File: src/rtl/mtimer_pkg.sv
package mtimer_pkg;

  typedef enum logic [2:0] {
    TM_INTERVAL  = 3'd0,
    TM_EVCOUNT   = 3'd1,
    TM_XTRIG_PWM = 3'd2,
    TM_ONESHOT   = 3'd3,
    TM_PWM       = 3'd4,
    TM_FREERUN   = 3'd5,
    TM_PWIDTH    = 3'd6,
    TM_BAD       = 3'd7
  } tmode_e;

  // control register bit positions
  localparam int EVSEL_BIT = 5;
  localparam int TRIG_BIT  = 6;

  // write port addresses
  localparam logic [1:0] A_CTRL = 2'd0;
  localparam logic [1:0] A_RUN  = 2'd1;
  localparam logic [1:0] A_PER  = 2'd2;
  localparam logic [1:0] A_DUTY = 2'd3;

  // modes in which a software trigger is meaningful
  function automatic logic trig_mode(input tmode_e m);
    return (m == TM_XTRIG_PWM) || (m == TM_ONESHOT);
  endfunction

  // event-count mode forces the external source; width mode counts ticks
  function automatic logic uses_ext(input tmode_e m, input logic evsel);
    return (m == TM_EVCOUNT) || (evsel && (m != TM_PWIDTH));
  endfunction

endpackage

File: src/rtl/mtimer_evsync.sv
module mtimer_evsync #(
  parameter int STAGES = 2
) (
  input  logic clk,
  input  logic rst_n,
  input  logic async_in,
  output logic edge_o
);

  logic [STAGES:0] sh_q;

  always_ff @(posedge clk or negedge rst_n) begin
    if (!rst_n) sh_q <= '0;
    else        sh_q <= {sh_q[STAGES-1:0], async_in};
  end

  // last synchronizer stage high, extra history flop low
  assign edge_o = sh_q[STAGES-1] & ~sh_q[STAGES];

endmodule

File: src/rtl/mtimer_ctrl.sv
module mtimer_ctrl
  import mtimer_pkg::*;
#(
  parameter int CW = 16
) (
  input  logic          clk,
  input  logic          rst_n,
  input  logic          wr_en,
  input  logic [1:0]    wr_addr,
  input  logic [CW-1:0] wr_data,
  output tmode_e        mode_o,
  output logic          evsel_o,
  output logic          run_o,
  output logic [CW-1:0] per_o,
  output logic [CW-1:0] duty_o,
  output logic          trig_o,
  output logic          cfg_err_o,
  output logic [7:0]    ctrl_rd_o
);

  tmode_e mode_q;
  logic   evsel_q, run_q, err_q;
  logic [CW-1:0] per_q, duty_q;

  logic   ctrl_wr, cfg_same, cfg_ok;
  tmode_e new_mode;

  assign ctrl_wr  = wr_en && (wr_addr == A_CTRL);
  assign new_mode = tmode_e'(wr_data[2:0]);
  assign cfg_same = (new_mode == mode_q) && (wr_data[EVSEL_BIT] == evsel_q);
  assign cfg_ok   = !run_q || cfg_same;
  assign trig_o   = ctrl_wr && wr_data[TRIG_BIT] && run_q && trig_mode(mode_q);

  always_ff @(posedge clk or negedge rst_n) begin
    if (!rst_n) begin
      mode_q  <= TM_INTERVAL;
      evsel_q <= 1'b0;
      run_q   <= 1'b0;
      err_q   <= 1'b0;
      per_q   <= '1;
      duty_q  <= '0;
    end else if (wr_en) begin
      case (wr_addr)
        A_CTRL: begin
          if (cfg_ok) begin
            mode_q  <= new_mode;
            evsel_q <= wr_data[EVSEL_BIT];
          end else begin
            err_q <= 1'b1;
          end
        end
        A_RUN:   run_q  <= wr_data[0];
        A_PER:   per_q  <= wr_data;
        default: duty_q <= wr_data;
      endcase
    end
  end

  always_comb begin
    ctrl_rd_o            = '0;
    ctrl_rd_o[2:0]       = mode_q;
    ctrl_rd_o[EVSEL_BIT] = evsel_q;
  end

  assign mode_o    = mode_q;
  assign evsel_o   = evsel_q;
  assign run_o     = run_q;
  assign per_o     = per_q;
  assign duty_o    = duty_q;
  assign cfg_err_o = err_q;

endmodule

File: src/rtl/mtimer_count.sv
module mtimer_count
  import mtimer_pkg::*;
#(
  parameter int CW = 16
) (
  input  logic          clk,
  input  logic          rst_n,
  input  tmode_e        mode_i,
  input  logic          run_i,
  input  logic [CW-1:0] per_i,
  input  logic [CW-1:0] duty_i,
  input  logic          trig_i,
  input  logic          cnt_step_i,
  input  logic          evt_step_i,
  input  logic          tick_i,
  output logic [CW-1:0] cnt_o,
  output logic [CW-1:0] cap_o,
  output logic          out_o
);

  localparam logic [CW-1:0] CNT_MAX = '1;

  logic [CW-1:0] cnt_q, cap_q;
  logic          tgl_q, act_q;

  function automatic logic at_top(input logic [CW-1:0] c, input logic [CW-1:0] p);
    return c >= p;
  endfunction

  function automatic logic [CW-1:0] wrap_inc(input logic [CW-1:0] c, input logic [CW-1:0] p);
    return at_top(c, p) ? '0 : c + 1'b1;
  endfunction

  always_ff @(posedge clk or negedge rst_n) begin
    if (!rst_n) begin
      cnt_q <= '0;
      cap_q <= '0;
      tgl_q <= 1'b0;
      act_q <= 1'b0;
    end else if (!run_i || (mode_i == TM_BAD)) begin
      cnt_q <= '0;
      tgl_q <= 1'b0;
      act_q <= 1'b0;
    end else begin
      case (mode_i)
        TM_INTERVAL, TM_EVCOUNT: begin
          if (cnt_step_i) begin
            cnt_q <= wrap_inc(cnt_q, per_i);
            if (at_top(cnt_q, per_i)) tgl_q <= ~tgl_q;
          end
        end
        TM_XTRIG_PWM, TM_ONESHOT: begin
          if (trig_i) begin
            act_q <= 1'b1;
            cnt_q <= '0;
          end else if (act_q && cnt_step_i) begin
            cnt_q <= wrap_inc(cnt_q, per_i);
            if (at_top(cnt_q, per_i) && (mode_i == TM_ONESHOT)) act_q <= 1'b0;
          end
        end
        TM_PWM: begin
          if (cnt_step_i) cnt_q <= wrap_inc(cnt_q, per_i);
        end
        TM_FREERUN: begin
          if (cnt_step_i) begin
            cnt_q <= cnt_q + 1'b1;
            if (cnt_q == CNT_MAX) tgl_q <= ~tgl_q;
          end
        end
        TM_PWIDTH: begin
          if (evt_step_i) begin
            cap_q <= cnt_q;
            cnt_q <= '0;
            tgl_q <= ~tgl_q;
          end else if (tick_i) begin
            cnt_q <= cnt_q + 1'b1;
          end
        end
        default: ;
      endcase
    end
  end

  always_comb begin
    case (mode_i)
      TM_INTERVAL, TM_EVCOUNT, TM_FREERUN, TM_PWIDTH: out_o = tgl_q;
      TM_XTRIG_PWM, TM_ONESHOT:                       out_o = act_q && (cnt_q < duty_i);
      TM_PWM:                                         out_o = cnt_q < duty_i;
      default:                                        out_o = 1'b0;
    endcase
    if (!run_i) out_o = 1'b0;
  end

  assign cnt_o = cnt_q;
  assign cap_o = cap_q;

endmodule

File: src/rtl/mtimer_core.sv
module mtimer_core
  import mtimer_pkg::*;
#(
  parameter int CW          = 16,
  parameter int SYNC_STAGES = 2
) (
  input  logic          clk,
  input  logic          rst_n,
  input  logic          wr_en,
  input  logic [1:0]    wr_addr,
  input  logic [CW-1:0] wr_data,
  input  logic          tick_in,
  input  logic          evt_in,
  output logic [7:0]    ctrl_rd,
  output logic          run_o,
  output logic [CW-1:0] count_o,
  output logic [CW-1:0] capture_o,
  output logic          tmr_out,
  output logic          cfg_err
);

  // named internal events, also observed by the checker
  tmode_e        mode;
  logic          evsel, trig_fire, evt_step, cnt_step;
  logic [CW-1:0] per, duty;

  mtimer_evsync #(.STAGES(SYNC_STAGES)) u_sync (
    .clk      (clk),
    .rst_n    (rst_n),
    .async_in (evt_in),
    .edge_o   (evt_step)
  );

  mtimer_ctrl #(.CW(CW)) u_ctrl (
    .clk       (clk),
    .rst_n     (rst_n),
    .wr_en     (wr_en),
    .wr_addr   (wr_addr),
    .wr_data   (wr_data),
    .mode_o    (mode),
    .evsel_o   (evsel),
    .run_o     (run_o),
    .per_o     (per),
    .duty_o    (duty),
    .trig_o    (trig_fire),
    .cfg_err_o (cfg_err),
    .ctrl_rd_o (ctrl_rd)
  );

  assign cnt_step = uses_ext(mode, evsel) ? evt_step : tick_in;

  mtimer_count #(.CW(CW)) u_count (
    .clk        (clk),
    .rst_n      (rst_n),
    .mode_i     (mode),
    .run_i      (run_o),
    .per_i      (per),
    .duty_i     (duty),
    .trig_i     (trig_fire),
    .cnt_step_i (cnt_step),
    .evt_step_i (evt_step),
    .tick_i     (tick_in),
    .cnt_o      (count_o),
    .cap_o      (capture_o),
    .out_o      (tmr_out)
  );

endmodule

File: config.mk
export PLATFORM = sky130hd
export DESIGN_NAME = mtimer_core
export DESIGN_NICKNAME = d
export VERILOG_FILES = /design/src/rtl/mtimer_pkg.sv /design/src/rtl/mtimer_evsync.sv /design/src/rtl/mtimer_ctrl.sv /design/src/rtl/mtimer_count.sv /design/src/rtl/mtimer_core.sv
export SDC_FILE = /design/constraint.sdc
export NUM_CORES = 1
export LEC_CHECK = 0
export BUFFER_PORTS_ARGS = -buffer_cell sky130_fd_sc_hd__buf_4
export CAP_MARGIN = 25
export CORE_MARGIN = 2
export CORE_UTILIZATION = 25
export DETAILED_ROUTE_END_ITERATION = 12
export GPL_TIMING_DRIVEN = 0
export PLACE_DENSITY_LB_ADDON = 0.25
export SLEW_MARGIN = 20
export SYNTH_ARGS = -nofsm -noshare
export SYNTH_HDL_FRONTEND = slang
export SYNTH_SLANG_ARGS = --single-unit
File: constraint.sdc
create_clock -name clk -period 2.5 [get_ports clk]
set_input_delay 0.125 -clock clk [delete_from_list [all_inputs] [get_ports clk]]
set_output_delay 0.125 -clock clk [all_outputs]
set_load 0.05 [all_outputs]
Word level (Yosys, flattened, before mapping):

Cells that the tools add are included.

* register bits: 75
* output and inout port bits: 43
* input port bits: 23
* memories: 0
* word-level logic and storage cells: 100
* latch bits: 0
* memory bits (writable): 0
* memory bits (read-only): 0

* divide/modulo/power cells: 0
* equal/unequal tests: 21
* multiplexer cells: 24
* shift-type cells: 0
* multipliers: 0
* bitwise gates (word level): 6
* magnitude comparators: 2
* reductions and logical operators: 35
* $add $sub $neg: 1

Operators with widths (number)
* two-way mux 16 bit: 8
* one-hot mux 16 bit (4 select lines): 1
* adder 16 x 1 -> 16 bit (second input constant): 1
* == test 16 bit (second input constant): 1
* >= comparator 16 bit: 1
* < comparator 16 bit: 1
* inequality test 3 x 1 -> 1 bit (second input constant): 5
* two-way mux 1 bit: 13
* == test 3 bit (second input constant): 4
* AND reduction 3 bit: 4
* logical AND 1 bit: 9
* == test 3 x 2 -> 1 bit (second input constant): 2
* one-hot mux 1 bit (3 select lines): 2
* AND reduction 2 bit: 3
* AND reduction 6 bit: 1
* nonzero test 3 bit: 2
* OR reduction 3 bit: 2
* NOT 1 bit: 5
* AND reduction 5 bit: 1
* nonzero test 5 bit: 1
* logical OR 1 bit: 4
* inequality test 4 x 2 -> 1 bit (second input constant): 1
* inequality test 4 x 3 -> 1 bit (second input constant): 1
* nonzero test 4 bit: 1
* other kinds (14): 15

Depth between registers and ports, before layout:

Gate-level depths: netlist of run 1.

* word-level depth: 9
* gate-level depth with buffers: 10
* gate-level depth less buffers: 9

Modules after synthesis:

A second synthesis of run 1 with hierarchy kept.

* cell total of the unflattened synthesis: 399
* area total of the unflattened synthesis: 4304.1 um^2

By module, submodules not included
* mtimer_count: cells each 290, times used 1, area an instance 2529.9 um^2, sequential area each 850.8 um^2
* mtimer_ctrl: cells each 100, times used 1, area an instance 1640.3 um^2, sequential area each 970.9 um^2
* mtimer_evsync: cells each 4, times used 1, area an instance 88.8 um^2, sequential area each 75.1 um^2
* mtimer_core: cells each 5, times used 1, area an instance 45.0 um^2, sequential area each 0.0 um^2

Least setup slack after synthesis of run 1:

OpenSTA, ideal clock, no wires.

* kind: reg-to-output
* start point: register u_count.cnt_q[9], in the netlist u_count.cnt_o[9]
* end point: output tmr_out
* data required time: 2.375 ns
* buffers on the path: 0
* slack: -0.338 ns
* cell stages (with the launch flop): 9
* data arrival time: 2.713 ns
* cells stage by stage: dfrtp_1 ha_1 a21o_1 a21o_1 a21oi_1 nor2_1 a2111oi_0 o31ai_1 a21oi_1

* longest elaborated chain between the ends: 4

Ends and longest elaborated chain
* start: declaration: RTL line mtimer_count.sv:23 `logic [CW-1:0] cnt_q, cap_q;`
* start signal: assignment: RTL line mtimer_count.sv:48 `cnt_q <= wrap_inc(cnt_q, per_i);`
* start signal: assignment: RTL line mtimer_count.sv:57 `cnt_q <= wrap_inc(cnt_q, per_i);`
* start signal: assignment: RTL line mtimer_count.sv:62 `if (cnt_step_i) cnt_q <= wrap_inc(cnt_q, per_i);`
* < comparator 16 bit *: RTL line mtimer_count.sv:87, mtimer_count.sv:88
* logical AND 1 bit: RTL line mtimer_count.sv:87 `TM_XTRIG_PWM, TM_ONESHOT: out_o = act_q && (cnt_q < duty_i);`
* one-hot mux 1 bit (3 select lines) *: RTL line mtimer_count.sv:85 `case (mode_i)`
* two-way mux 1 bit *: RTL line mtimer_count.sv:91 `if (!run_i) out_o = 1'b0;`
* end: declaration: RTL line mtimer_core.sv:18 `output logic tmr_out,`

Every way passes the cells marked *; elsewhere a longest branch is shown, timed or not.

Final worst setup path of run 1:

* start point: register u_ctrl.per_q[0], in the netlist u_ctrl.per_o[0]
* end point: register u_count.cnt_q[14], in the netlist u_count.cnt_o[14]

* longest elaborated chain between the ends: 6
* elaborated cells on any way between the ends: 7
* classes of those cells: 1 x order compare; 6 x mux

Ends and longest elaborated chain
* start: declaration: RTL line mtimer_ctrl.sv:23 `logic [CW-1:0] per_q, duty_q;`
* start signal: assignment: RTL line mtimer_ctrl.sv:53 `A_PER: per_q <= wr_data;`
* >= comparator 16 bit *: RTL line mtimer_count.sv:27 `return c >= p;`
* two-way mux 16 bit *: RTL line mtimer_count.sv:31 `return at_top(c, p) ? '0 : c + 1'b1;`
* two-way mux 16 bit: RTL line mtimer_count.sv:56 `end else if (act_q && cnt_step_i) begin`
* two-way mux 16 bit: RTL line mtimer_count.sv:53 `if (trig_i) begin`
* one-hot mux 16 bit (4 select lines) *: RTL line mtimer_count.sv:45 `case (mode_i)`
* two-way mux 16 bit *: RTL line mtimer_count.sv:40 `end else if (!run_i || (mode_i == TM_BAD)) begin`

Every way passes the cells marked *; elsewhere a longest branch is shown, timed or not. The select of a mux whose other input is x is not followed.
A chain may end at the register's enable or synchronous reset.

==> impl_metrics.csv, run 1 <==
group,metric,value,unit
timing,fin_setup_tns,-1.06,ps
synthesis,synthCells,390,
status,status,"finished with violations",
critical_path,startpoint_type,"flip-flop",
clock_tree,clkSinkCount,75,
cells_and_area,final_common_cell,"buf_4",
synthesis,ys_ff_latch,75,
route,wl_met2,5470,um
cells_and_area,drive_above_1_share,0.454,
synthesis,synth-seq-area-share,0.439,
route,drc_errors,0,
cells_and_area,fin_util,0.339,
global_route,grt_antenna_before_repair,0,
place,gp_congestion,0.801,
critical_path,worst_ep_required_time,2780,ps
floorplanning,num_rows,48,
route,wl,11300,um
cells_and_area,stdcell_count,716,
timing,setup_viol,1,
critical_path,arrival,2790,ps
critical_path,worstReg2RegStart,"u_ctrl.per_o[0]$_DFFE_PN1P_",
timing,relSlewSlack,0.489,
floorplanning,core,17100,um^2
clock_tree,clk_latency,350,ps
power_and_ir_drop,p_total,4.55,mW
timing,fmax,400,MHz
floorplanning,io_pins,66,
global_route,grt_pass1_vias,3409,
synthesis,async_flop_share,1.00,
critical_path,end_kind,"flip-flop",
status,violations,"setup timing",
hold_path,hold_path.class,"in -> reg",
synthesis,synth_area_leaders,"dfrtp_1, mux2_2, dfstp_2",
route,wl_met3,544,um
route,dr.max_layer_used,"met4",
synthesis,synth_area_leader_cell,"dfrtp_1",
place,place_inst,679,
route,wl_per_cell,15.8,um
floorplanning,die_y,135,um
route,via_count,3331,
cells_and_area,n_antenna_cell,0,
timing,finalWorstSetupSlack,-1.06,ps
route,drt-pass1-iter-count,4,
global_route,grt_pass1_wl,18000,um
route,vias_per_cell,4.65,
timing,period_minus_slack,2500,ps
timing,finalCritPeriodShare,1.00,
synthesis,synth_warnings,0,
power_and_ir_drop,p_leak,2.81,nW
clock_tree,tritoncts,"built",
place,io_buffers,61,
critical_path,worstPathMaxFanout,5,
timing,drv_slew,0,
clock_tree,cts_buffers,9,
timing,hold_viol,0,
cells_and_area,fillers,1714,
cells_and_area,final_cell_mix,"buf_4, dfrtp_1, mux2_2",
synthesis,synth_top_area_frac,0.342,
synthesis,synth-edff-count,0,
route,drt-initial-drc-count,132,
cells_and_area,multiInputGateArea,2350,um^2
timing,rsz0062_at_grt,"yes",
clock_tree,cts-root-buf,"clkbuf_16",
clock_tree,cts.clk_slew.worst_paths,60,ps
floorplanning,start_util,0.253,
global_route,grt_start_max_net_pins,76,
route,wl_met1,5080,um
power_and_ir_drop,peakVddDrop,0.000451,V
hold_path,hold_start,"wr_data[4]",
place,placed_cell_area,5080,um^2
timing,tightest_slew,767,ps
clock_tree,clock_path_buffers,2,
global_route,track_usage,0.129,
route,antenna_left,0,
power_and_ir_drop,power_density,786,nW/um^2
synthesis,netlist_area,4320,um^2
critical_path,critPathLaunch,"u_ctrl.per_o[0]$_DFFE_PN1P_",
floorplanning,die_x,135,um
cells_and_area,layout.nets,541,
timing,finalHoldWorstSlack,16.4,ps
place,hpwl,7900,um
timing,skew,10.3,ps
floorplanning,dieArea,18400,um^2
clock_tree,cts_max_level,3,
flow_run,drv_cap,0,
cells_and_area,regArea,1910,um^2
global_route,grt_overflow,0,
synthesis,syn_avg_cell_area,11.1,um^2
place,pre_cts_ws,-143,ps
critical_path,path_class,"reg -> reg",
cells_and_area,syn_to_final_growth,34.0,%
synthesis,ys_types,59,
synthesis,synth_flop_cell,"dfrtp_1",
cells_and_area,design_area,5790,um^2
==> cells in the mapped netlist, types with 7 or more instances <==
master and n:
ha_1 32, nand2_1 17, inv_1 41, nor2_1 13, buf_4 7, o31ai_2 8
dfrtp_1 59, mux2_2 45, and3_1 10, a21o_1 9, a22o_1 12, o21ai_0 9
a21oi_1 12, nor2b_1 7, dfstp_2 16, nand3_1 9
==> flip-flops by register name (all words and copies together), names as in the netlist <==
name,cells
u_ctrl.evsel_o,1
u_ctrl.duty_o,16
u_count.act_q,1
u_ctrl.per_o,16
u_ctrl.cfg_err_o,1
u_count.tgl_q,1
u_ctrl.mode_o,3
u_sync.sh_q,3
u_count.cap_o,16
u_ctrl.run_o,1
u_count.cnt_o,16
==> critical path, cell delays in order (launching register included) <==
cell and delay, ps:
dfstp_2 550, ha_4 190, nand2b_4 120, a2111o_1 380, a311oi_2 290, or2_4 200, a32oi_4 150, clkbuf_16 220
o31ai_4 170, a22o_1 150
==> final cells by class <==
| cell class | count | share of cell area |
|---|---|---|
| clock buffer | 12 | 0.0443 |
| multi-input combinational | 259 | 0.406 |
| tap | 225 | 0.0486 |
| clock inverter | 4 | 0.0125 |
| sequential | 75 | 0.330 |
| inverter | 42 | 0.0272 |
| buffer | 17 | 0.0197 |
| timing repair buffer | 82 | 0.112 |
==> path summary, 6_finish.rpt <==
check / endpoint / depth (start not counted) / slack (ps)
setup / recovery: u_count.cnt_o[14]$_DFFE_PN0P_ / 9 / -1
hold / removal: u_ctrl.duty_o[4]$_DFFE_PN0P_ / 2 / 20
setup reg to reg: u_count.cnt_o[14]$_DFFE_PN0P_ / 9 / -1
hold reg to reg: u_sync.sh_q[1]$_DFF_PN0_ / 0 / 350
max in group asynchronous: u_count.cnt_o[0]$_DFFE_PN0P_ / 2 / 1600
min in group asynchronous: u_count.cap_o[5]$_DFFE_PN0P_ / 2 / 390
==> what timing repair did <==
item,4_1_cts,5_1_grt
hold endpoints to repair,4,0
pin swaps,32,18
gates cloned,2,0
resized for setup,25,21
setup endpoints to repair,28,26
hold buffers,2,0
buffers inserted,4,12
==> metal layers <==
metal,GRT usage,up-vias
met5,0,-
met4,0.0515,0
met3,0.0322,16
met2,0.215,82
met1,0.162,1634
li1,-,1599
==> power by group <==
group | switching (mW) | internal (mW)
registers | 0.131 | 1.42
logic | 0.895 | 0.666
clock network | 0.516 | 0.927
==> cell families (layout without fill, tap and decap cells) <==
logic type	Yosys count	in the layout	share of synthesized area
other	1	4	0.000867
buffers and inverters	59	157	0.0605
adder cells (fa/ha/maj)	32	32	0.0926
flip-flops	75	75	0.439
AND/OR/NAND/NOR	81	81	0.0999
XOR/XNOR	5	5	0.0101
AO/OA/AOI/OAI	84	84	0.160
multiplexers	53	53	0.137
(Power assumes the default switching activity.)
==> run 2, diff against run 1 <==
--- a/config.mk
+++ b/config.mk
@@ -9,6 +9,7 @@
 export CAP_MARGIN = 25
 export CORE_MARGIN = 2
 export CORE_UTILIZATION = 25
+export CTS_BUF_LIST = sky130_fd_sc_hd__clkbuf_8
 export DETAILED_ROUTE_END_ITERATION = 12
 export GPL_TIMING_DRIVEN = 0
 export PLACE_DENSITY_LB_ADDON = 0.25
==> constraint.sdc (replaced) <==
create_clock -name clk -period 2.6 [get_ports clk]
set_input_delay 0.13 -clock clk [delete_from_list [all_inputs] [get_ports clk]]
set_output_delay 0.13 -clock clk [all_outputs]
set_load 0.05 [all_outputs]
==> impl_metrics.csv, run 2 (synthesis gave the netlist of run 1 again) <==
group,metric,value,unit
hold_path,hold_path.class,"in -> reg",
route,vias_per_cell,4.64,
critical_path,path_class,"reg -> reg",
cells_and_area,syn_to_final_growth,29.1,%
floorplanning,io_pins,66,
cells_and_area,n_antenna_cell,0,
timing,hold_viol,0,
timing,period_minus_slack,2570,ps
timing,drv_slew,0,
timing,relSlewSlack,0.420,
critical_path,arrival,2880,ps
route,drc_errors,0,
floorplanning,start_util,0.253,
global_route,track_usage,0.130,
clock_tree,cts-root-buf,"clkbuf_8",
cells_and_area,drive_above_1_share,0.400,
global_route,grt_antenna_before_repair,0,
place,io_buffers,61,
place,gp_congestion,0.813,
route,wl_per_cell,15.7,um
power_and_ir_drop,power_density,674,nW/um^2
cells_and_area,layout.nets,542,
critical_path,worst_ep_required_time,2910,ps
floorplanning,num_rows,48,
floorplanning,die_x,135,um
clock_tree,clk_latency,380,ps
route,via_count,3325,
power_and_ir_drop,p_total,3.76,mW
global_route,grt_start_max_net_pins,76,
place,hpwl,7900,um
global_route,grt_pass1_wl,17900,um
route,drt-pass1-iter-count,4,
global_route,grt_pass1_vias,3295,
global_route,grt_overflow,0,
critical_path,startpoint_type,"flip-flop",
floorplanning,die_y,135,um
cells_and_area,regArea,1910,um^2
timing,fmax,389,MHz
route,wl,11300,um
clock_tree,clock_path_buffers,2,
power_and_ir_drop,peakVddDrop,0.000460,V
cells_and_area,final_common_cell,"buf_4",
clock_tree,tritoncts,"built",
clock_tree,clkSinkCount,75,
critical_path,end_kind,"flip-flop",
cells_and_area,final_cell_mix,"buf_4, dfrtp_1, mux2_2",
timing,finalHoldWorstSlack,35.3,ps
timing,rsz0062_at_grt,"yes",
status,status,"complete, no violations",
timing,skew,13.9,ps
timing,setup_viol,0,
floorplanning,dieArea,18400,um^2
cells_and_area,fillers,1776,
timing,finalCritPeriodShare,0.988,
clock_tree,cts.clk_slew.worst_paths,70,ps
timing,tightest_slew,857,ps
floorplanning,core,17100,um^2
clock_tree,cts_buffers,9,
clock_tree,cts_max_level,3,
power_and_ir_drop,p_leak,2.73,nW
cells_and_area,multiInputGateArea,2260,um^2
route,drt-initial-drc-count,140,
route,antenna_left,0,
critical_path,worstPathMaxFanout,6,
flow_run,drv_cap,0,
-- run 2: cell type report --
| class | count | area share |
|---|---|---|
| multi-input cells | 259 | 0.406 |
| flip-flops and latches | 75 | 0.342 |
| repair buffers | 83 | 0.121 |
| well taps | 225 | 0.0504 |
| clock buffers | 12 | 0.0296 |
| inverters | 42 | 0.0282 |
| plain buffers | 17 | 0.0200 |
| clock inverters | 4 | 0.00336 |
-- run 2: worst paths after layout --
check	start	to	slack, ps	cells past startpoint
min in group asynchronous	rst_n	u_count.cap_o[4]$_DFFE_PN0P_	350	2
setup reg to reg	u_ctrl.per_o[0]$_DFFE_PN1P_	u_count.cnt_o[4]$_DFFE_PN0P_	30	9
setup / recovery	u_ctrl.per_o[0]$_DFFE_PN1P_	u_count.cnt_o[4]$_DFFE_PN0P_	30	9
hold / removal	wr_data[1]	u_ctrl.duty_o[1]$_DFFE_PN0P_	40	2
hold reg to reg	u_sync.sh_q[0]$_DFF_PN0_	u_sync.sh_q[1]$_DFF_PN0_	350	0
max in group asynchronous	rst_n	u_count.cnt_o[10]$_DFFE_PN0P_	1730	2
-- run 2: routing by layer --
metal / global-route usage / share of wire
met2: 0.208 / 0.47
met5: 0 / 0
met4: 0.0469 / 0.019
met1: 0.165 / 0.45
met3: 0.0419 / 0.052
-- run 2: what timing repair did --
item / in CTS / in global routing
hold buffers: 14 / 0
hold endpoints to repair: 83 / 0
setup buffers: 7 / 0
pin swaps: 7 / 7
resized for setup: 14 / 16
cloned: 1 / 0
setup endpoints to repair: 18 / 24
-- run 2: stage by stage --
step	worst slack, ps	utilization	cell area (um^2)	std cells	TNS [ps]
4_1_cts	-24.4	0.321	5500	717	-24.4
3_3_place_gp	-133	0.297	5080	679	-1410
3_5_place_dp	-130	0.297	5080	679	-1430
5_1_grt	-97.9	0.326	5580	717	-340
6_report	32.5	0.326	5580	717	0
2_1_floorplan	26.5	-	4340	393	0
-- run 2: worst max-delay path, cell delays in order (launching register included) --
cell and delay (ps):
dfstp_2 550, ha_4 190, nand2b_4 120, a2111o_1 380, a311oi_2 310, or2_4 200
a32oi_4 170, buf_6 210, o31ai_2 210, a22o_1 160
-- run 2: report_power, final --
part | internal [mW] | leakage [nW] | switching [mW]
registers | 1.36 | 0.919 | 0.127
logic | 0.601 | 1.71 | 0.823
clock network | 0.415 | 0.102 | 0.437
total | 2.38 | 2.73 | 1.39
==> run 3, diff against run 2 <==
--- a/config.mk
+++ b/config.mk
@@ -5,7 +5,7 @@
 export SDC_FILE = /design/constraint.sdc
 export NUM_CORES = 1
 export LEC_CHECK = 0
-export BUFFER_PORTS_ARGS = -buffer_cell sky130_fd_sc_hd__buf_4
+export BUFFER_PORTS_ARGS = -buffer_cell sky130_fd_sc_hd__buf_2
 export CAP_MARGIN = 25
 export CORE_MARGIN = 2
 export CORE_UTILIZATION = 25
==> impl_metrics.csv, run 3 (synthesis gave the netlist of run 1 again) <==
group,metric,value,unit
timing,finalHoldWorstSlack,19.4,ps
clock_tree,cts_max_level,3,
clock_tree,cts-root-buf,"clkbuf_8",
power_and_ir_drop,peakVddDrop,0.000478,V
place,hpwl,8120,um
timing,skew,10.3,ps
cells_and_area,n_antenna_cell,0,
critical_path,arrival,2900,ps
timing,tightest_slew,884,ps
timing,relSlewSlack,0.402,
global_route,grt_pass1_vias,3446,
floorplanning,die_x,135,um
place,gp_congestion,0.791,
flow_run,drv_cap,0,
route,drt-initial-drc-count,123,
timing,fmax,385,MHz
global_route,grt_pass1_wl,18000,um
floorplanning,num_rows,48,
cells_and_area,drive_above_1_share,0.396,
clock_tree,cts.clk_slew.worst_paths,80,ps
critical_path,worst_ep_required_time,2900,ps
floorplanning,dieArea,18400,um^2
global_route,grt_start_max_net_pins,56,
route,vias_per_cell,4.71,
global_route,grt_antenna_before_repair,0,
route,via_count,3357,
timing,finalCritPeriodShare,1.00,
hold_path,hold_path.class,"in -> reg",
cells_and_area,syn_to_final_growth,26.6,%
timing,finalWorstSetupSlack,1.11,ps
floorplanning,start_util,0.253,
critical_path,end_kind,"flip-flop",
place,io_buffers,61,
route,wl_per_cell,15.8,um
cells_and_area,final_cell_mix,"buf_2, dfrtp_1, mux2_2",
timing,fin_setup_tns,0,ps
floorplanning,die_y,135,um
global_route,track_usage,0.130,
timing,hold_viol,0,
status,status,"complete, no violations",
timing,drv_slew,0,
clock_tree,clock_path_buffers,2,
cells_and_area,layout.nets,537,
route,drt-pass1-iter-count,4,
route,wl,11300,um
power_and_ir_drop,power_density,698,nW/um^2
route,antenna_left,0,
critical_path,worstPathMaxFanout,7,
clock_tree,cts_buffers,9,
timing,rsz0062_at_grt,"yes",
floorplanning,io_pins,66,
critical_path,path_class,"reg -> reg",
power_and_ir_drop,p_leak,2.72,nW
global_route,grt_overflow,0,
clock_tree,tritoncts,"built",
place,pre_cts_ws,-124,ps
route,drc_errors,0,
critical_path,startpoint_type,"flip-flop",
cells_and_area,final_common_cell,"buf_2",
clock_tree,clkSinkCount,75,
timing,period_minus_slack,2600,ps
clock_tree,clk_latency,360,ps
timing,setup_viol,0,
floorplanning,core,17100,um^2
## run 3: repair_timing
action                     4_1_cts  5_1_grt
resized for setup               11       24
gates cloned                     1        1
hold buffers                     9        0
buffers inserted                 4        1
setup endpoints to repair       16       24
hold endpoints to repair        33        0
pin swaps                        6       25
## run 3: path summary, 6_finish.rpt
kind / startpoint / endpoint / slack (ps) / depth (start not counted)
setup reg to reg: u_ctrl.per_o[0]$_DFFE_PN1P_ / u_count.cnt_o[3]$_DFFE_PN0P_ / 1 / 9
min in group asynchronous: rst_n / u_count.cap_o[4]$_DFFE_PN0P_ / 200 / 2
setup / recovery: u_ctrl.per_o[0]$_DFFE_PN1P_ / u_count.cnt_o[3]$_DFFE_PN0P_ / 1 / 9
hold / removal: wr_data[4] / u_ctrl.duty_o[4]$_DFFE_PN0P_ / 20 / 2
max in group asynchronous: rst_n / u_ctrl.per_o[14]$_DFFE_PN1P_ / 1770 / 3
hold reg to reg: u_sync.sh_q[0]$_DFF_PN0_ / u_sync.sh_q[1]$_DFF_PN0_ / 360 / 0
## run 3: critical path, cell delays in order, from the launching register on
cell      delay (ps)
dfstp_2          560
ha_4             200
nand2b_4         130
a2111o_1         420
a311oi_2         340
or2_4            200
a32oi_4          160
buf_6            210
o31ai_4          170
a22o_1           160
## run 3: power breakdown
part | leakage, nW | switching (mW) | internal [mW]
sequential | 0.921 | 0.122 | 1.36
combinational | 1.69 | 0.848 | 0.605
clock | 0.111 | 0.431 | 0.455
## run 3: metrics by stage
stage	cells	power, mW	area, um^2	utilization
after CTS	710	3.73	5310	0.310
after global routing	712	4.07	5470	0.320
after floorplan	393	2.44	4340	-
after detailed placement	680	2.78	4960	0.290
final	712	3.82	5470	0.320
after global placement	679	2.73	4930	0.288
## run 3: final cells by class
cell class	instances	area, um^2
clock buffers	10	138
inverters	42	158
flip-flops and latches	75	1910
fillers	1796	11600
plain buffers	17	113
well taps	225	282
clock inverters	6	50.0
repair buffers	78	509
multi-input cells	259	2320
## run 3: metal layers
layer  global-route usage  vias up  share of wire  routed length, um
met4               0.0671        0          0.025                277
met1                0.168     1661           0.47               5260
met3               0.0266       20          0.042                475
met2                0.204       90           0.47               5250
met5                    0        -              0                  0
li1                     -     1586              -                  -
